## config.mk

```make
export PLATFORM = sky130hd
export DESIGN_NAME = int_exec_unit
export DESIGN_NICKNAME = d
export VERILOG_FILES = /design/src/rtl/ieu_pkg.sv /design/src/rtl/ieu_decode.sv /design/src/rtl/ieu_alu.sv /design/src/rtl/int_exec_unit.sv
export SDC_FILE = /design/constraint.sdc
export NUM_CORES = 1
export LEC_CHECK = 0
export ABC_AREA = 0
export BUFFER_PORTS_ARGS = -buffer_cell sky130_fd_sc_hd__buf_2
export CAP_MARGIN = 15
export CELL_PAD_IN_SITES_DETAIL_PLACEMENT = 1
export CELL_PAD_IN_SITES_GLOBAL_PLACEMENT = 2
export CORE_MARGIN = 10
export CORE_UTILIZATION = 35
export DETAILED_ROUTE_END_ITERATION = 16
export PLACE_DENSITY = 0.82
export SLEW_MARGIN = 20
export SYNTH_ARGS = -nofsm -noshare
export SYNTH_HDL_FRONTEND = slang
export SYNTH_SLANG_ARGS = --single-unit
```

## constraint.sdc

```tcl
create_clock -name clk -period 8 [get_ports clk]
set_input_delay 0.8 -clock clk [delete_from_list [all_inputs] [get_ports clk]]
set_output_delay 0.8 -clock clk [all_outputs]
set_load 0.005 [all_outputs]
```

## src/rtl/ieu_pkg.sv

```systemverilog
package ieu_pkg;
  localparam int XLEN = 32;
  localparam int RIDX = 4;
  localparam int IMMW = 16;
  localparam int OPW  = 6;
  localparam int SHW  = $clog2(XLEN);
  localparam int ALIGN_BITS = 2;

  typedef enum logic [OPW-1:0] {
    OPC_ADD  = 6'h00, OPC_ADDU = 6'h01, OPC_SUB  = 6'h02, OPC_SUBU = 6'h03,
    OPC_MUL  = 6'h04, OPC_AND  = 6'h08, OPC_OR   = 6'h09, OPC_XOR  = 6'h0a,
    OPC_NAND = 6'h0b, OPC_NOR  = 6'h0c, OPC_XNOR = 6'h0d, OPC_UPI  = 6'h0e,
    OPC_SLL  = 6'h10, OPC_SRL  = 6'h11, OPC_SRA  = 6'h12,
    OPC_LDW  = 6'h20, OPC_STW  = 6'h21
  } opcode_e;

  typedef enum logic [3:0] {
    FN_ADD, FN_SUB, FN_AND, FN_OR, FN_XOR,
    FN_SLL, FN_SRL, FN_SRA, FN_MUL, FN_UPI
  } fn_e;

  typedef struct packed {
    fn_e              fn;
    logic             inv;
    logic             sext;
    logic             use_imm;
    logic             wr;
    logic             ld;
    logic             st;
    logic [RIDX-1:0]  dest;
    logic [IMMW-1:0]  imm;
  } ctrl_t;
endpackage

```

## src/rtl/ieu_decode.sv

```systemverilog
module ieu_decode
  import ieu_pkg::*;
(
  input  logic [XLEN-1:0] instr,
  output ctrl_t           ctrl
);
  logic    core_fmt;
  logic    imm_form;
  opcode_e opc;
  logic [RIDX-1:0] unused_src1_field;

  assign core_fmt = ~instr[31];
  assign imm_form = instr[24];
  assign opc      = opcode_e'(instr[30:25]);
  assign unused_src1_field = instr[23:20];

  always_comb begin
    ctrl         = '0;
    ctrl.fn      = FN_ADD;
    ctrl.use_imm = imm_form;
    ctrl.imm     = instr[IMMW-1:0];
    ctrl.dest    = imm_form ? instr[19:16] : instr[15:12];
    if (core_fmt) begin
      unique case (opc)
        OPC_ADD:  begin ctrl.fn = FN_ADD; ctrl.sext = 1'b1; ctrl.wr = 1'b1; end
        OPC_SUB:  begin ctrl.fn = FN_SUB; ctrl.sext = 1'b1; ctrl.wr = 1'b1; end
        OPC_ADDU: begin ctrl.fn = FN_ADD; ctrl.wr = 1'b1; end
        OPC_SUBU: begin ctrl.fn = FN_SUB; ctrl.wr = 1'b1; end
        OPC_MUL:  begin ctrl.fn = FN_MUL; ctrl.sext = 1'b1; ctrl.wr = 1'b1; end
        OPC_AND:  begin ctrl.fn = FN_AND; ctrl.wr = 1'b1; end
        OPC_OR:   begin ctrl.fn = FN_OR;  ctrl.wr = 1'b1; end
        OPC_XOR:  begin ctrl.fn = FN_XOR; ctrl.wr = 1'b1; end
        OPC_NAND: begin ctrl.fn = FN_AND; ctrl.inv = 1'b1; ctrl.wr = 1'b1; end
        OPC_NOR:  begin ctrl.fn = FN_OR;  ctrl.inv = 1'b1; ctrl.wr = 1'b1; end
        OPC_XNOR: begin ctrl.fn = FN_XOR; ctrl.inv = 1'b1; ctrl.wr = 1'b1; end
        OPC_SLL:  begin ctrl.fn = FN_SLL; ctrl.sext = 1'b1; ctrl.wr = 1'b1; end
        OPC_SRL:  begin ctrl.fn = FN_SRL; ctrl.sext = 1'b1; ctrl.wr = 1'b1; end
        OPC_SRA:  begin ctrl.fn = FN_SRA; ctrl.sext = 1'b1; ctrl.wr = 1'b1; end
        OPC_UPI:  begin ctrl.fn = FN_UPI; ctrl.wr = imm_form; end
        OPC_LDW:  begin ctrl.sext = 1'b1; ctrl.ld = imm_form; end
        OPC_STW:  begin ctrl.sext = 1'b1; ctrl.st = imm_form; end
        default:  ctrl.wr = 1'b0;
      endcase
    end
  end
endmodule

```

## src/rtl/ieu_alu.sv

```systemverilog
module ieu_alu
  import ieu_pkg::*;
(
  input  ctrl_t           ctrl,
  input  logic [XLEN-1:0] a,
  input  logic [XLEN-1:0] src2,
  output logic [XLEN-1:0] res,
  output logic [XLEN-1:0] addr
);
  localparam int EXTW = XLEN - IMMW;

  logic [XLEN-1:0] imm_s, imm_z, imm_x, b, raw, eff;
  logic [SHW-1:0]  shamt;
  logic signed [2*IMMW-1:0] prod;

  assign imm_s = {{EXTW{ctrl.imm[IMMW-1]}}, ctrl.imm};
  assign imm_z = {{EXTW{1'b0}}, ctrl.imm};
  assign imm_x = ctrl.sext ? imm_s : imm_z;
  assign b     = ctrl.use_imm ? imm_x : src2;
  assign shamt = b[SHW-1:0];
  assign prod  = $signed(a[IMMW-1:0]) * $signed(b[IMMW-1:0]);

  always_comb begin
    unique case (ctrl.fn)
      FN_ADD:  raw = a + b;
      FN_SUB:  raw = a - b;
      FN_AND:  raw = a & b;
      FN_OR:   raw = a | b;
      FN_XOR:  raw = a ^ b;
      FN_SLL:  raw = a << shamt;
      FN_SRL:  raw = a >> shamt;
      FN_SRA:  raw = $unsigned($signed(a) >>> shamt);
      FN_MUL:  raw = XLEN'(prod);
      FN_UPI:  raw = {ctrl.imm, {EXTW{1'b0}}};
      default: raw = '0;
    endcase
  end

  assign res  = ctrl.inv ? ~raw : raw;
  assign eff  = a + imm_s;
  assign addr = {eff[XLEN-1:ALIGN_BITS], {ALIGN_BITS{1'b0}}};
endmodule

```

## src/rtl/int_exec_unit.sv

```systemverilog
module int_exec_unit
  import ieu_pkg::*;
(
  input  logic             clk,
  input  logic             rst,
  input  logic             in_valid,
  input  logic [XLEN-1:0]  instr,
  input  logic [XLEN-1:0]  src1_val,
  input  logic [XLEN-1:0]  src2_val,
  output logic             out_valid,
  output logic [RIDX-1:0]  dest_idx,
  output logic             wr_en,
  output logic [XLEN-1:0]  result,
  output logic [XLEN-1:0]  mem_addr,
  output logic             mem_rd,
  output logic             mem_wr
);
  ctrl_t           ctrl;
  logic [XLEN-1:0] alu_res, alu_addr;

  ieu_decode u_dec (.instr(instr), .ctrl(ctrl));
  ieu_alu    u_alu (.ctrl(ctrl), .a(src1_val), .src2(src2_val),
                    .res(alu_res), .addr(alu_addr));

  always_ff @(posedge clk) begin
    if (rst) begin
      out_valid <= 1'b0;
      wr_en     <= 1'b0;
      mem_rd    <= 1'b0;
      mem_wr    <= 1'b0;
      dest_idx  <= '0;
      result    <= '0;
      mem_addr  <= '0;
    end else begin
      out_valid <= in_valid;
      wr_en     <= in_valid & ctrl.wr;
      mem_rd    <= in_valid & ctrl.ld;
      mem_wr    <= in_valid & ctrl.st;
      if (in_valid) begin
        dest_idx <= ctrl.dest;
        result   <= ctrl.st ? src2_val : alu_res;
        mem_addr <= alu_addr;
      end
    end
  end

  assert_wide_fmt_silent_R9: assert property (@(posedge clk) disable iff (rst)
    (in_valid && instr[31]) |=> (!wr_en && !mem_rd && !mem_wr));

  assert_valid_latency_R10: assert property (@(posedge clk) disable iff (rst)
    in_valid |=> out_valid);

  assert_idle_no_write_R10: assert property (@(posedge clk) disable iff (rst)
    !in_valid |=> (!wr_en && !mem_rd && !mem_wr));

  assert_upper_low_clear_R7: assert property (@(posedge clk) disable iff (rst)
    (in_valid && !instr[31] && instr[30:25] == 6'h0e && instr[24])
      |=> (wr_en && result[IMMW-1:0] == '0));

  assert_one_action_R8: assert property (@(posedge clk) disable iff (rst)
    $onehot0({wr_en, mem_rd, mem_wr}));

  assert_reset_clears_R11: assert property (@(posedge clk)
    rst |=> (!out_valid && !wr_en && !mem_rd && !mem_wr));
endmodule

```

* Yosys cells after proc, flatten, opt, wreduce, memory -nomap -nowiden
Index checks and enable logic that the tools add are counted.
** Word-level totals
- Logic and storage cells :: 69
- Bits in registers :: 70
** Operators by class
- Bitwise operators :: 7
- $add $sub $neg :: 3
- Reductions and logical operators :: 9
- Multiply operators :: 1
- Eq/ne operators :: 25
- Mux-type cells :: 14
- Shift-type cells :: 3
** Operators by type and width (count)
- 32-bit one-hot mux with 10 select lines :: 1
- 32-bit 2-to-1 mux :: 4
- 32-bit adder :: 2
- 6-bit by 4-bit == test with 1-bit output (second input constant) :: 7
- 4-bit one-hot mux with 9 select lines :: 1
- 32-bit bitwise AND :: 1
- 16-bit by 16-bit multiplier with 32-bit output :: 1
- 32-bit NOT :: 1
- 32-bit bitwise OR :: 1
- 32-bit by 5-bit << shifter with 32-bit output :: 1
- 32-bit by 5-bit >> shifter with 32-bit output :: 1
- 32-bit by 5-bit >>> shifter with 32-bit output :: 1
- 32-bit subtractor :: 1
- 32-bit XOR :: 1
- 6-bit by 5-bit == test with 1-bit output (second input constant) :: 3
- 4-bit by 3-bit == test with 1-bit output (second input constant) :: 4
- 14-bit OR reduction :: 1
- 6-bit by 2-bit == test with 1-bit output (second input constant) :: 2
- 6-bit == test (second input constant) :: 2
- 4-bit by 2-bit == test with 1-bit output (second input constant) :: 2
- 4-bit == test (second input constant) :: 2
- 2-bit OR reduction :: 4
- 8-bit OR reduction :: 1
- 6-bit by 1-bit == test with 1-bit output (second input constant) :: 1
- 11 further kinds :: 16

* Longest topological paths before layout
- Word-level depth :: 11
- Gate-level depth with buffers :: 31
- Mapped depth without buffers :: 26

* Cells and area by module
A second synthesis with hierarchy kept.
** Unflattened totals
- Cell total of the unflattened synthesis :: 2876
- Area total of the unflattened synthesis :: 22924.5 um^2
** By module, submodules not included
- ieu_alu :: seq. area each 0.0 um^2, area each 19562.5 um^2, cells an instance 2539, times used 1
- int_exec_unit :: seq. area each 1441.4 um^2, area each 2810.2 um^2, cells an instance 267, times used 1
- ieu_decode :: seq. area each 0.0 um^2, area each 551.8 um^2, cells an instance 70, times used 1

* Worst setup path after synthesis
OpenSTA, ideal clock, no wires.
- Kind :: input-to-reg
- Start point :: input instr[24]
- End point :: register result[31]
- Slack :: -436 ps
- Setup time :: 135 ps
- Arrival :: 8302 ps
- Cell stages on the path :: 28
- Path through :: buf_4 mux2i_4 inv_2 buf_2 buf_2 clkbuf_1 buf_1 buf_1 nand2_1 inv_1 fa_1 fa_1 fa_1 fa_1 fa_1 inv_1 fa_1 inv_1 ha_1 and3_1 and2_1 a221oi_1 nand2_1 o221ai_1 o31ai_1 a31o_2 nor4b_1 nor4_1
** Between the ends
- Cells in the longest elaborated chain, start to end :: 6
** RTL lines
- start: declaration :: line int_exec_unit.sv:7 : input logic [XLEN-1:0] instr,
- 32-bit 2-to-1 mux :: line ieu_alu.sv:19 : assign b = ctrl.use_imm ? imm_x : src2;
- 16-bit by 16-bit multiplier with 32-bit output (tied with other cells) :: line ieu_alu.sv:21 : assign prod = $signed(a[IMMW-1:0]) * $signed(b[IMMW-1:0]);
- 32-bit one-hot mux with 10 select lines :: line ieu_alu.sv:24 : unique case (ctrl.fn)
- 32-bit NOT :: line ieu_alu.sv:39 : assign res = ctrl.inv ? ~raw : raw;
- 32-bit 2-to-1 mux :: line ieu_alu.sv:39
- 32-bit 2-to-1 mux (*) :: line int_exec_unit.sv:41 : result <= ctrl.st ? src2_val : alu_res;
- end signal: assignment :: line int_exec_unit.sv:41
- end: declaration :: line int_exec_unit.sv:13 : output logic [XLEN-1:0] result,
Mark *: on every way between the ends. The rest lies on a longest branch, timed or not.
A chain may end at the register's enable or synchronous reset.

* Worst setup path in the final report
- Start point :: input instr[24]
- End point :: register result[23]
Same word-level chain as after synthesis.

==> flow_summary.json <==
{
  "place.gp.congestion": 0.998,
  "synth_area_mm2": 0.0229,
  "cp_data_required_time_ns": 8.23,
  "min_from": "mem_addr[25]$_SDFFE_PP0P_",
  "portBuffers": 164,
  "start_kind": "input pin",
  "drv_cap": 0,
  "cts_tree": "yes",
  "synth_seq_cells": 70,
  "setup_viol": 0,
  "synth_cell_types": 89,
  "drcViolationCount": 0,
  "crit_fanout": 9,
  "worstHoldEndpoint": "mem_addr[25]$_SDFFE_PP0P_",
  "hold_slack_ns": 0.468,
  "grt_max_degree": 69,
  "status": "finished, final reports clean",
  "ys_async_sr_fraction_pct": 0,
  "reg2reg_to": "result[20]$_SDFFE_PP0P_",
  "ioPinCount": 171,
  "fp-row-count": 93,
  "die_area_mm2": 0.0760,
  "grt_pass1_vias": 25935,
  "numCtsBuffers": 9,
  "cp_slowest_cell": "fa_1",
  "drive_gt1_share_pct": 19.0,
  "r2r_setup_slack_ns": 6.98,
  "hold_depth": 2,
  "wl_um": 119000,
  "cts_buffer_depth": 2,
  "rr_startpoint": "result[20]$_SDFFE_PP0P_",
  "skew_ns": 0,
  "cp.arrival_ns": 8.03,
  "track_usage_pct": 31.0,
  "cts-htree-levels": 3,
  "worst_slew_pin_slew_ns": 1.30,
  "grt-ovfl-total": 0,
  "die_x_um": 276,
  "area_growth_pct": 18.5,
  "core_area_mm2": 0.0646,
  "hold_path_class": "reg2reg",
  "period_share_pct": 97.6,
  "via_per_inst": 5.99,
  "cts_setup_buffers": 0,
  "crit_type": "in2reg",
  "grt_pass1_wl_um": 175000,
  "hold_viol_final": 0,
  "firstDrtPassIters": 6,
  "syn_avg_cell_area_um2": 7.92,
  "crit_path_end_kind": "flop",
  "final_net_count": 3786,
  "antenna_found_initial": 3,
  "slew_violations": 0,
  "drtAntennaViolNets": 0,
  "synthCells": 2887,
  "cpPeakStageDelay_ns": 0.58,
  "drt_iter0_drc": 2265,
  "rsz0062_at_grt": "no",
  "initial_core_util_pct": 35.4,
  "clock_latency_ns": 0.35,
  "rr_worst_depth": 2,
  "min_period_ns": 7.80,
  "clk_pin_slew_ns": 0.06,
  "maxSlewHeadroom_pct": 12.5,
  "dp_hpwl_um": 98800,
  "fin_setup_tns_ns": 0,
  "chipHeight_um": 276,
  "vias": 24419,
  "wl_per_cell_um": 29.3,
  "clock-sinks": 70,
  "hold_buffers": 0,
  "synth-main-ff-cell": "dfxtp_1",
  "final_util_pct": 42.0,
  "cp_common_cell": "buf_4",
  "synth_enable_flop_cells": 0,
  "clock-root-buffer": "clkbuf_16",
  "yosys_warnings": 0,
  "fmax_mhz": 128,
  "ys_seq_area_share_pct": 6.13
}
## final cells by class
type,instances,area [um2]
Antenna cell,1,2.50
Multi-Input combinational cell,2268,19500
Fill cell,7897,37500
Tap cell,855,1070
Clock inverter,6,93.8
Inverter,382,1440
Timing Repair Buffer,482,3380
Clock buffer,10,239
Sequential cell,70,1400
## layout by cell type (no fill, tap or decap), drive strengths merged, types with 10 or more instances in the layout
| master | netlist | layout |
|---|---|---|
| buf | 73 | 482 |
| inv | 370 | 371 |
| nor2 | 332 | 332 |
| nand2 | 290 | 290 |
| fa | 263 | 263 |
| ha | 211 | 211 |
| a21oi | 145 | 145 |
| mux2i | 126 | 126 |
| xnor2 | 97 | 97 |
| o21ai | 94 | 94 |
| dfxtp | 70 | 70 |
| nor3 | 54 | 54 |
| nand3 | 52 | 52 |
| a211oi | 48 | 48 |
| o211ai | 36 | 36 |
| mux4 | 35 | 35 |
| xor2 | 29 | 29 |
| a31oi | 27 | 27 |
| o22ai | 27 | 27 |
| a21o | 26 | 26 |
| nand2b | 26 | 26 |
| nand4 | 23 | 23 |
| and3 | 22 | 22 |
| a2111oi | 22 | 22 |
| a22oi | 19 | 19 |
| a221oi | 18 | 18 |
| o2111ai | 17 | 17 |
| nor4 | 17 | 17 |
| or3 | 15 | 15 |
| mux2 | 14 | 14 |
| o31ai | 14 | 14 |
| clkinv | 12 | 14 |
| o221ai | 13 | 13 |
| or2 | 11 | 11 |
| clkbuf | 95 | 10 |
## routing by layer
metal,vias to the layer above,global-route usage (%),wire (um)
li1,10569,-,-
met1,12582,40.7,50200
met2,1043,50.6,55400
met3,225,4.60,8200
met4,0,12.4,5570
met5,-,0,0
## worst max-delay path by stage
stage                              end       from  cells after the start
2_1_floorplan  result[31]$_SDFFE_PP0P_  instr[24]                     28
3_3_place_gp   result[28]$_SDFFE_PP0P_  instr[24]                     28
3_5_place_dp   result[30]$_SDFFE_PP0P_  instr[24]                     28
5_1_grt        result[31]$_SDFFE_PP0P_  instr[24]                     29
6_report       result[23]$_SDFFE_PP0P_  instr[24]                     29
4_1_cts        result[30]$_SDFFE_PP0P_  instr[24]                     27
## Yosys cell counts (29+ instances only)
| cell | instances | area [um2] |
|---|---|---|
| nand3_1 | 52 | 260 |
| o21ai_0 | 93 | 465 |
| inv_1 | 365 | 1370 |
| ha_1 | 211 | 2640 |
| a211oi_1 | 45 | 338 |
| nor2_1 | 331 | 1240 |
| mux4_2 | 35 | 788 |
| o211ai_1 | 36 | 270 |
| dfxtp_1 | 70 | 1400 |
| buf_1 | 31 | 116 |
| nand2_1 | 290 | 1090 |
| mux2i_1 | 122 | 1220 |
| xnor2_1 | 97 | 850 |
| nor3_1 | 52 | 260 |
| buf_2 | 35 | 175 |
| clkbuf_1 | 95 | 357 |
| fa_1 | 263 | 5270 |
| a21oi_1 | 145 | 726 |
| xor2_1 | 29 | 254 |
## timing repair
action,in CTS,in global routing
pin swaps,0,2
endpoints found under the setup margin,5,8
resized for setup,3,10
## cells by family (layout without fill, tap and decap cells)
family                   count (synthesis)  after routing  synth area share (%)
AO/OA/AOI/OAI                          603            603                  18.1
XOR/XNOR                               126            126                  4.82
adder cells (fa/ha/maj)                474            474                  34.6
buffers and inverters                  550            880                  9.33
flip-flops                              70             70                  6.13
multiplexers                           175            175                  9.83
other                                    1              3                0.0164
AND/OR/NAND/NOR                        888            888                  17.2
## flip-flops by register name, summed over array words and instances, names as in the netlist
| name | count |
|---|---|
| result | 32 |
| mem_addr | 30 |
| dest_idx | 4 |
| mem_rd | 1 |
| mem_wr | 1 |
| out_valid | 1 |
| wr_en | 1 |
## critical path, delay by kind of cell
| kind | cells | cell delay, ns |
|---|---|---|
| multiplexers | 2 | 0.46 |
| XOR/XNOR | 1 | 0.14 |
| AND/OR/NAND/NOR | 1 | 0.10 |
| AO/OA/AOI/OAI | 7 | 1.93 |
| buffers and inverters | 10 | 1.57 |
| adder cells (fa/ha/maj) | 8 | 3.04 |
## metrics by stage
step                setup WS, ns  cell area [um2]  std cells
detailed placement        -0.556            26700       4057
global route              0.0317            27100       4074
CTS                       0.0973            27000       4073
finish                     0.195            27100       4074
global placement          -0.374            26700       4057
floorplan                0.00277            22900       2888
Power is not shown: default switching activity piles up to over one toggle a cycle in this logic, so the estimate is an artifact.
